File: src/rtl/cmpev_pkg.sv
package cmpev_pkg;
  localparam int ENA_ADDR  = 'h40;
  localparam int STAT_ADDR = 'h44;
  localparam int CMP_BASE  = 'h60;
  localparam int CMP_STEP  = 4;
endpackage

File: src/rtl/cmpev_regs.sv
module cmpev_regs #(
  parameter int NUM_CMP = 8,
  parameter int CNT_W   = 32,
  parameter int ADDR_W  = 8
) (
  input  logic                            clk,
  input  logic                            rst,
  input  logic                            wr_en,
  input  logic [ADDR_W-1:0]               wr_addr,
  input  logic [CNT_W-1:0]                wr_data,
  output logic [NUM_CMP-1:0][CNT_W-1:0]   cmp_val,
  output logic [NUM_CMP-1:0]              en_q,
  output logic [NUM_CMP-1:0]              clr_mask
);
  import cmpev_pkg::*;

  localparam logic [ADDR_W-1:0] A_ENA  = ADDR_W'(ENA_ADDR);
  localparam logic [ADDR_W-1:0] A_STAT = ADDR_W'(STAT_ADDR);

  always_ff @(posedge clk) begin
    if (rst)
      en_q <= '0;
    else if (wr_en && wr_addr == A_ENA)
      en_q <= wr_data[NUM_CMP-1:0];
  end

  assign clr_mask = (wr_en && wr_addr == A_STAT) ? wr_data[NUM_CMP-1:0] : '0;

  for (genvar i = 0; i < NUM_CMP; i++) begin : g_cmp
    localparam logic [ADDR_W-1:0] A_CMP = ADDR_W'(CMP_BASE + CMP_STEP * i);
    always_ff @(posedge clk) begin
      if (rst)
        cmp_val[i] <= '0;
      else if (wr_en && wr_addr == A_CMP)
        cmp_val[i] <= wr_data;
    end
  end
endmodule

File: src/rtl/cmpev_slot.sv
module cmpev_slot #(
  parameter int CNT_W = 32
) (
  input  logic             clk,
  input  logic             rst,
  input  logic [CNT_W-1:0] count_i,
  input  logic [CNT_W-1:0] cmp_i,
  input  logic             en_i,
  output logic             evt_o
);
  logic eq;
  logic eq_q;

  assign eq = (count_i == cmp_i);

  always_ff @(posedge clk) begin
    if (rst) eq_q <= 1'b0;
    else     eq_q <= eq;
  end

  assign evt_o = eq && !eq_q && en_i;

  // an unchanged count and target cannot produce a fresh event
  p_held_once_r4: assert property (@(posedge clk) disable iff (rst)
    ($stable(count_i) && $stable(cmp_i)) |-> !evt_o);
endmodule

File: src/rtl/cmp_event_unit.sv
module cmp_event_unit #(
  parameter int NUM_CMP = 8,
  parameter int CNT_W   = 32,
  parameter int ADDR_W  = 8
) (
  input  logic               clk,
  input  logic               rst,
  input  logic               wr_en,
  input  logic [ADDR_W-1:0]  wr_addr,
  input  logic [CNT_W-1:0]   wr_data,
  input  logic [CNT_W-1:0]   count_i,
  output logic [NUM_CMP-1:0] pend_o,
  output logic               irq_o
);
  logic [NUM_CMP-1:0][CNT_W-1:0] cmp_val;
  logic [NUM_CMP-1:0]            en_q;
  logic [NUM_CMP-1:0]            clr_mask;
  logic [NUM_CMP-1:0]            evt_vec;
  logic [NUM_CMP-1:0]            pend_q;
  logic                          irq_q;

  cmpev_regs #(.NUM_CMP(NUM_CMP), .CNT_W(CNT_W), .ADDR_W(ADDR_W)) regs_i (
    .clk(clk), .rst(rst), .wr_en(wr_en), .wr_addr(wr_addr), .wr_data(wr_data),
    .cmp_val(cmp_val), .en_q(en_q), .clr_mask(clr_mask)
  );

  for (genvar i = 0; i < NUM_CMP; i++) begin : g_slot
    cmpev_slot #(.CNT_W(CNT_W)) slot_i (
      .clk(clk), .rst(rst), .count_i(count_i), .cmp_i(cmp_val[i]),
      .en_i(en_q[i]), .evt_o(evt_vec[i])
    );
  end

  always_ff @(posedge clk) begin
    if (rst) begin
      pend_q <= '0;
      irq_q  <= 1'b0;
    end else begin
      pend_q <= (pend_q & ~clr_mask) | evt_vec;
      irq_q  <= |(pend_q & en_q);
    end
  end

  assign pend_o = pend_q;
  assign irq_o  = irq_q;

  // a bit can only become pending if its channel was enabled
  p_disabled_quiet_r5: assert property (@(posedge clk) disable iff (rst)
    (pend_q & ~$past(pend_q) & ~$past(en_q)) == '0);

  // pending bits persist unless cleared by a status write
  p_sticky_r6: assert property (@(posedge clk) disable iff (rst)
    (($past(pend_q) & ~$past(clr_mask)) & ~pend_q) == '0);

  // the interrupt only rises when something was pending
  p_irq_src_r7: assert property (@(posedge clk) disable iff (rst)
    $rose(irq_o) |-> $past(|pend_q));
endmodule

File: config.mk
export PLATFORM = sky130hd
export DESIGN_NAME = cmp_event_unit
export DESIGN_NICKNAME = d
export VERILOG_FILES = /design/src/rtl/cmpev_pkg.sv /design/src/rtl/cmpev_regs.sv /design/src/rtl/cmpev_slot.sv /design/src/rtl/cmp_event_unit.sv
export SDC_FILE = /design/constraint.sdc
export NUM_CORES = 1
export LEC_CHECK = 0
export BUFFER_PORTS_ARGS = -buffer_cell sky130_fd_sc_hd__buf_2
export CORE_UTILIZATION = 55
export CTS_CLUSTER_SIZE = 14
export DETAILED_ROUTE_END_ITERATION = 7
export PLACE_DENSITY_LB_ADDON = 0.15
export SKIP_CTS_REPAIR_TIMING = 1
export SLEW_MARGIN = 10
export SYNTH_ARGS = -nofsm -noshare
export SYNTH_HDL_FRONTEND = slang
export SYNTH_SLANG_ARGS = --single-unit
File: constraint.sdc
create_clock -name clk -period 2.7 [get_ports clk]
set_input_delay 0.27 -clock clk [delete_from_list [all_inputs] [get_ports clk]]
set_output_delay 0.27 -clock clk [all_outputs]
set_load 0.03 [all_outputs]
Word level (Yosys, flattened, before mapping):

Cells that the tools add are included.

* word-level logic and storage cells: 77
* output and inout port bits: 9
* bits in registers: 281

* eq/ne operators: 18
* bitwise gates (word level): 4
* reductions and logical operators: 35
* multiplexer cells: 1

Operator list (count)
* equality test 32 bit: 8
* equality test 8 x 7 -> 1 bit, second input constant: 10
* logical AND 1 bit: 26
* bitwise AND 8 bit: 2
* logical NOT 1 bit: 8
* two-way mux 8 bit: 1
* inverter 8 bit: 1
* bitwise OR 8 bit: 1
* OR reduction 8 bit: 1

Depth between registers and ports, before layout:

Gate-level depths: netlist of run 1.

* depth in word-level cells: 6
* gate-level depth with buffers: 7
* depth with buffers taken out: 5

By module:

A second synthesis of run 1 with hierarchy kept.

* cell total of the unflattened synthesis: 1351
* area total of the unflattened synthesis: 13812.0 um^2

By module, submodules not included
* cmpev_regs: sequential area each 5285.1 um^2, cells each 944, area an instance 10395.0 um^2, instances 1
* cmpev_slot: sequential area each 20.0 um^2, cells each 46, area an instance 384.1 um^2, instances 8
* cmp_event_unit: sequential area each 180.2 um^2, cells each 39, area an instance 344.1 um^2, instances 1

Worst setup path after synthesis of run 1:

Ideal clock, no wire load.

* path type: in2reg
* start point: in wr_addr[7]
* end point: reg regs_i.cmp_val[100] in the netlist's numbering
* library setup time: 0.128 ns
* setup slack: 1.259 ns
* arrival: 1.314 ns
* path buffers: 2
* stages: 7
* cells stage by stage: nand4b_4 nor2_2 and4_1 buf_4 buf_6 mux2i_1 nor2_1

* longest elaborated chain between the ends: 2

Ends and longest elaborated chain
* start, declared: line cmp_event_unit.sv:9 `input logic [ADDR_W-1:0] wr_addr,`
* equality test 8 x 7 -> 1 bit: line cmpev_regs.sv:34 `else if (wr_en && wr_addr == A_CMP)`
* logical AND 1 bit: line cmpev_regs.sv:34
* end signal, assigned by index: line cmpev_regs.sv:35 `cmp_val[i] <= wr_data;`
* end, declared: line cmpev_regs.sv:11 `output logic [NUM_CMP-1:0][CNT_W-1:0] cmp_val,`

No other way between the ends.
A chain may end at the register's enable or synchronous reset.

Worst setup path after layout of run 1:

* start point: reg regs_i.cmp_val[238] in the netlist's numbering
* end point: reg pend_q[7], in the netlist pend_o[7]

* longest elaborated chain between the ends: 4

Ends and longest elaborated chain
* equality test 32 bit: line cmpev_slot.sv:14 `assign eq = (count_i == cmp_i);`
* logical AND 1 bit (2 in series): line cmpev_slot.sv:21 `assign evt_o = eq && !eq_q && en_i;`
* bitwise OR 8 bit: line cmp_event_unit.sv:39 `pend_q <= (pend_q & ~clr_mask) | evt_vec;`
* end signal, assigned: line cmp_event_unit.sv:39
* end, declared: line cmp_event_unit.sv:19 `logic [NUM_CMP-1:0] pend_q;`

No other way between the ends.

==> results of run 1 <==
-- cell type report --
cell class | instances | area [um^2]
Inverter | 16 | 60.1
Clock inverter | 12 | 110
Tap cell | 319 | 399
Multi-Input combinational cell | 1129 | 6660
Sequential cell | 281 | 5630
Clock buffer | 44 | 885
Fill cell | 2121 | 8980
Timing Repair Buffer | 114 | 682
-- worst max-delay path, cell delays in order, from the launching register on --
cell and delay (ns):
dfxtp_1 0.32, xor2_1 0.15, nor4_1 1.01, nand4_1 0.16, nor3_1 0.29, a31o_2 0.18
-- logic make-up after synthesis --
logic type                count (synthesis)  synth area share
DFF                                     281             0.429
xor gates and xnor gates                249             0.168
AOI/OAI and AO/OA                       219            0.0881
buffers and inverters                   160            0.0648
muxes                                    72            0.0549
and+or+nand+nor                         589             0.195
-- power by group --
group / internal [mW] / total (mW) / switching (mW)
sequential: 4.15 / 4.15 / 0.00353
combinational: 0.161 / 0.624 / 0.462
clock: 2.45 / 4.15 / 1.70
total: 6.76 / 8.93 / 2.17
-- per-stage QoR --
stage,total power [mW],hold slack [ns]
2_1_floorplan,4.62,0.448
3_3_place_gp,4.85,0.453
3_5_place_dp,4.85,0.458
4_1_cts,8.92,0.0235
5_1_grt,9.14,0.0357
6_report,8.93,0.0311
-- synthesized netlist by cell type --
cell	number
inv_2	1
a22oi_1	4
nor2b_1	1
nor4_2	7
xnor2_1	37
nand4b_4	1
nor3_2	2
nand2_1	390
clkbuf_1	73
a41oi_1	1
and3_1	2
buf_2	22
inv_1	15
nand3_1	8
dfxtp_1	281
buf_6	16
o2111a_1	1
nor3b_1	1
and4_1	2
buf_1	6
a31o_1	1
a21oi_1	202
a221oi_1	1
nand2b_1	11
a222oi_1	1
o22ai_1	1
a31o_2	7
and2_1	4
xor2_2	3
xor2_1	209
nor4_1	46
nand4_1	20
nor3_1	10
nand3b_1	1
nor2_2	2
nor2_1	80
buf_4	27
mux2i_1	72
nand4b_1	1
-- worst min path at each step --
stage	startpoint	to	slack (ns)	cells past startpoint
finish	wr_data[12]	regs_i.cmp_val[236]$_SDFFE_PP0P_	0.03	3
global placement	regs_i.cmp_val[235]$_SDFFE_PP0P_	regs_i.cmp_val[235]$_SDFFE_PP0P_	0.45	2
detailed placement	regs_i.cmp_val[186]$_SDFFE_PP0P_	regs_i.cmp_val[186]$_SDFFE_PP0P_	0.46	2
CTS	wr_data[12]	regs_i.cmp_val[236]$_SDFFE_PP0P_	0.02	3
global route	wr_data[10]	regs_i.cmp_val[202]$_SDFFE_PP0P_	0.04	3
floorplan	regs_i.cmp_val[0]$_SDFFE_PP0P_	regs_i.cmp_val[0]$_SDFFE_PP0P_	0.45	2
-- sequential cells by signal, indices dropped and copies added (netlist names) --
register,cells
regs_i.cmp_val,256
g_slot.slot_i.eq_q,8
pend_o,8
regs_i.en_q,8
irq_o,1
-- layer usage --
metal,track usage,part of all wire
met1,0.518,0.41
met2,0.568,0.44
met3,0.0504,0.098
met4,0.157,0.048
met5,0,0
==> results_dict.tcl, run 1 <==
set metrics [dict create \
    yosysTopAreaCell "dfxtp_1" \
    area_growth_pct 9.92 \
    mostFrequentLayoutCells "390 x nand2_1, 281 x dfxtp_1, 209 x xor2_1, 202 x a21oi_1, 82 x buf_2" \
    drt-pass1-iter-count 5 \
    post-route-drc-count 0 \
    finClkSkew_ns 0.00863 \
    avgSynthCellArea_um2 8.36 \
    cp-end-kind "flop" \
    core_area_um2 23400 \
    h-tree-depth 1 \
    synth_nets 1645 \
    power.leakage_nw 5.56 \
    instances_no_fill 1915 \
    fin_util 0.616 \
    ir_drop_uv 569 \
    final_common_cell "nand2_1" \
    rrSetupSlack_ns 0.53 \
    min_period_over_period 0.803 \
    drv_slew 0 \
    vias 11100 \
    clock_latency_ns 0.56 \
    synth_cell_type_count 39 \
    cts_buffer_depth 3 \
    grt.total_usage 0.369 \
    setup_violations 0 \
    placementRows 56 \
    grt_pass1_vias 10000 \
    dp_slack_ns 0.386 \
    place_inst 1859 \
    synth-seq-area-share 0.429 \
    reg2reg_depth 5 \
    ys_warn_count 0 \
    grt_antenna_before_repair 0 \
    hold_path_class "in -> reg" \
    crit_start "regs_i.cmp_val[238]$_SDFFE_PP0P_" \
    overflow 0 \
    dieHeight_um 156 \
    drtAntennaViolNets 0 \
    start_util 0.561 \
    antenna_cells 0 \
    vias_per_cell 5.78 \
    power_density_nw_per_um2 619 \
    post-dp-hpwl_um 29100 \
    timing_worst_slew_pin_value_ns 1.19 \
    crit_required_ns 3.20 \
    cap_violations 0 \
    place_area_um2 13400 \
    numCtsBuffers 30 \
    wire_per_inst_um 23.4 \
    path_class "reg -> reg" \
    critPathArrivalTime_ns 2.67 \
    timing.rr.start "regs_i.cmp_val[238]$_SDFFE_PP0P_" \
    worstReg2RegEnd "pend_o[7]$_SDFF_PP0_" \
    grt_max_degree 80 \
    critPathLaunchType "flop" \
    cp-endpoint "pend_o[7]$_SDFF_PP0_" \
    port_buffers 83 \
    cts_sinks 281 \
    cts_tree "done" \
    drive_above_1_share 0.118 \
    cts-root-buf "clkbuf_16" \
    cp_max_fo 2 \
    fmax_ghz 0.461 \
    final_area_um2 14400 \
    ioPinCount 84 \
    grt_setup_unrepaired "false" \
    ys_ff_latch 281 \
    gp_congestion 0.940 \
    synthTopCellsByArea "dfxtp_1 43%, xor2_1 14%, nand2_1 11%" \
    grt_pass1_wl_um 65700 \
    finalHoldViolCount 0 \
    dieArea_um2 24500 \
    drtIter0Drc 1305 \
    syn_inst 1570 \
    fin_nets 1647 \
    slew-limit-headroom 0.200 \
    timing.final.ws_setup_ns 0.532 \
    period_minus_slack_ns 2.17 \
    outcome "complete, no violations" \
    finalSetupTns_ns 0 \
    die_x_um 156 \
    netlist_area_um2 13100 \
    synth_top_cell_area_share 0.429 \
    wl_um 44800 \
    clk_pin_slew_ns 0.06 \
]
No activity file was read; power rests on OpenSTA's default activity.
==> inputs of run 2 (changes only) <==
ABC_AREA = 1   (was not set)
clock period = 1.95 ns   (was 2.7 ns; I/O delays follow)
==> run 2 against run 1 <==
Area after synthesis increased by 3.9%. Sequential cell count unchanged. Non-clock buffer count increased by 5. Largest power group unchanged. Critical endpoint is now pend_o[2]$_SDFF_PP0_. Utilization increased by 0.71 points. Clock skew rose by 0.00056 ns. Register-to-register slack worse by 0.13 ns. Die area rose by 3.8%.
==> results_dict.tcl, run 2 <==
set metrics [dict create \
    cp_max_fo 2 \
    path_cells "inv_1 -> nand2_1 -> nand2_1 -> nor2_1 -> nand2_1 -> nor2_1 -> nand2_1 -> nor2_1 -> nand3_1 -> nand2_1" \
    antenna_cells 0 \
    clk_pin_slew_ns 0.06 \
    syn_inst 2066 \
    place_inst 2397 \
    min_to "regs_i.cmp_val[218]$_SDFFE_PP0P_" \
    drive_above_1_share 0.0846 \
    ys_ff_latch 281 \
    holdCritStartpoint "wr_data[26]" \
    worstReg2RegEnd "pend_o[2]$_SDFF_PP0_" \
    power_density_nw_per_um2 800 \
    dieArea_um2 25400 \
    synth_edf_count 0 \
    top_register "regs_i.cmp_val" \
    grt_antenna_before_repair 0 \
    placementRows 57 \
    cap_violations 0 \
    critPathArrivalTime_ns 2.04 \
    drtIter0Drc 1125 \
    cp-end-kind "flop" \
    ys_warn_count 0 \
    core_area_um2 24300 \
    grt_max_degree 183 \
    post-route-drc-count 0 \
    ys_top_cells_by_count "523 x nand2_1, 295 x nor2_1, 281 x dfxtp_1" \
    drt-pass1-iter-count 5 \
    avgSynthCellArea_um2 6.60 \
    finalSetupTns_ns 0 \
    timing.rr.start "regs_i.cmp_val[91]$_SDFFE_PP0P_" \
    finClkSkew_ns 0.00919 \
    synthTopCellsByArea "dfxtp_1 41%, nand2_1 14%, o21ai_0 10%" \
    hold_depth 3 \
    mostFrequentLayoutCells "520 x nand2_1, 295 x nor2_1, 281 x dfxtp_1, 271 x o21ai_0, 214 x inv_1" \
    area_growth_pct 11.2 \
    synth_most_common_cell "nand2_1" \
    synth_cell_type_count 28 \
    period_minus_slack_ns 1.55 \
    synth-seq-area-share 0.413 \
    ir_drop_uv 578 \
    start_util 0.560 \
    synth_top_cell_area_share 0.413 \
    grt_pass1_wl_um 63000 \
    crit_family "simple AND/OR/NAND/NOR gates" \
    cts_sinks 281 \
    post-dp-hpwl_um 27800 \
    grt_setup_unrepaired "false" \
    finalHoldViolCount 0 \
    timing_worst_slew_pin_value_ns 0.841 \
    cp.buffers_inverters 1 \
    wire_per_inst_um 16.2 \
    crit_path_top_delay_cell "dfxtp_1" \
    synth_nets 2141 \
    drtAntennaViolNets 0 \
    cpPeakStageDelay_ns 0.34 \
    power.leakage_nw 6.22 \
    die_x_um 159 \
    fmax_ghz 0.647 \
    rrSetupSlack_ns 0.40 \
    port_buffers 83 \
    wl_um 39600 \
    fin_nets 2181 \
    clock_latency_ns 0.55 \
    final_area_um2 15200 \
    yosysTopAreaCell "dfxtp_1" \
    cts_buffer_depth 3 \
    outcome "complete, no violations" \
    nFillCells 2308 \
    async_flop_share 0 \
    numCtsBuffers 30 \
    overflow 0 \
    dominantRegCellSynth "dfxtp_1" \
    crit_required_ns 2.44 \
    cts-root-buf "clkbuf_16" \
    ioPinCount 84 \
    netlist_area_um2 13600 \
    place_area_um2 14200 \
    grt.total_usage 0.312 \
    drv_slew 0 \
    path_class "reg -> reg" \
    slew-limit-headroom 0.440 \
    min_period_over_period 0.793 \
    hold_path_class "in -> reg" \
    hold_slack_ns 0.00269 \
    grt_pass1_vias 11800 \
    instances_no_fill 2451 \
    vias 12800 \
    dieHeight_um 159 \
    cts_tree "done" \
    largest_reg_flops 256 \
    critPathLaunchType "flop" \
    gp_congestion 0.908 \
    reg2reg_depth 10 \
    setup_violations 0 \
    cpMostUsedCell "nand2_1" \
    vias_per_cell 5.24 \
    h-tree-depth 1 \
    final_common_cell "nand2_1" \
]
-- run 2: changes by cell type after synthesis, moves of 72 or more --
cell / change
o21ai_0: +271
nor2_1: +215
xor2_1: -203
inv_1: +200
nand2_1: +133
mux2i_1: -72
-- run 2: kinds of logic after synthesis --
logic type      share of synthesized area
xor+xnor                           0.0540
simple gates                        0.253
flops                               0.413
buf+inv                            0.0986
compound gates                      0.182
-- run 2: worst max-delay path by stage --
stage                                          start                          endpoint  slack, ns  cells after the start
finish               regs_i.cmp_val[91]$_SDFFE_PP0P_              pend_o[2]$_SDFF_PP0_       0.40                     10
global route        regs_i.cmp_val[251]$_SDFFE_PP0P_              pend_o[7]$_SDFF_PP0_       0.26                     10
CTS                  regs_i.cmp_val[91]$_SDFFE_PP0P_              pend_o[2]$_SDFF_PP0_       0.45                     10
detailed placement                       count_i[16]              pend_o[2]$_SDFF_PP0_       0.13                     11
global placement                         count_i[16]              pend_o[7]$_SDFF_PP0_       0.15                     11
floorplan                                 wr_addr[6]  regs_i.cmp_val[252]$_SDFFE_PP0P_       0.65                      9
-- run 2: through the flow --
stage | util | power [mW] | setup WS [ns]
after global routing | 0.623 | 12.5 | 0.264
after global placement | 0.585 | 6.84 | 0.154
after floorplan | - | 6.49 | 0.654
after CTS | 0.623 | 12.2 | 0.453
final | 0.623 | 12.1 | 0.404
after detailed placement | 0.585 | 6.85 | 0.133
-- run 2: cell type report --
cell class	count	area [um^2]	area share
repair buffers	119	701	0.0462
well taps	324	405	0.0267
flip-flops and latches	281	5630	0.371
clock inverters	8	40.0	0.00264
clock buffers	45	878	0.0579
multi-input cells	1451	6670	0.440
inverters	223	842	0.0555
-- run 2: tightest hold or removal path: cells and delay by family --
kind	cells	cell delay (ns)
buffers and inverters	1	0.14
AOI/OAI and AO/OA	1	0.10
and+or+nand+nor	1	0.08
-- run 2: routing by layer --
layer,track usage,vias to the layer above,share of wire,wire (um)
met1,0.408,5799,0.43,17200
li1,-,6566,-,-
met2,0.515,382,0.46,18200
met4,0.131,0,0.041,1620
met3,0.0448,86,0.065,2580
met5,0,-,0,0
-- run 2: where the power goes --
part,leakage [nW],switching (mW),internal (mW)
Clock,0.460,2.31,3.08
Sequential,2.26,0.00679,5.75
Combinational,3.50,0.667,0.313
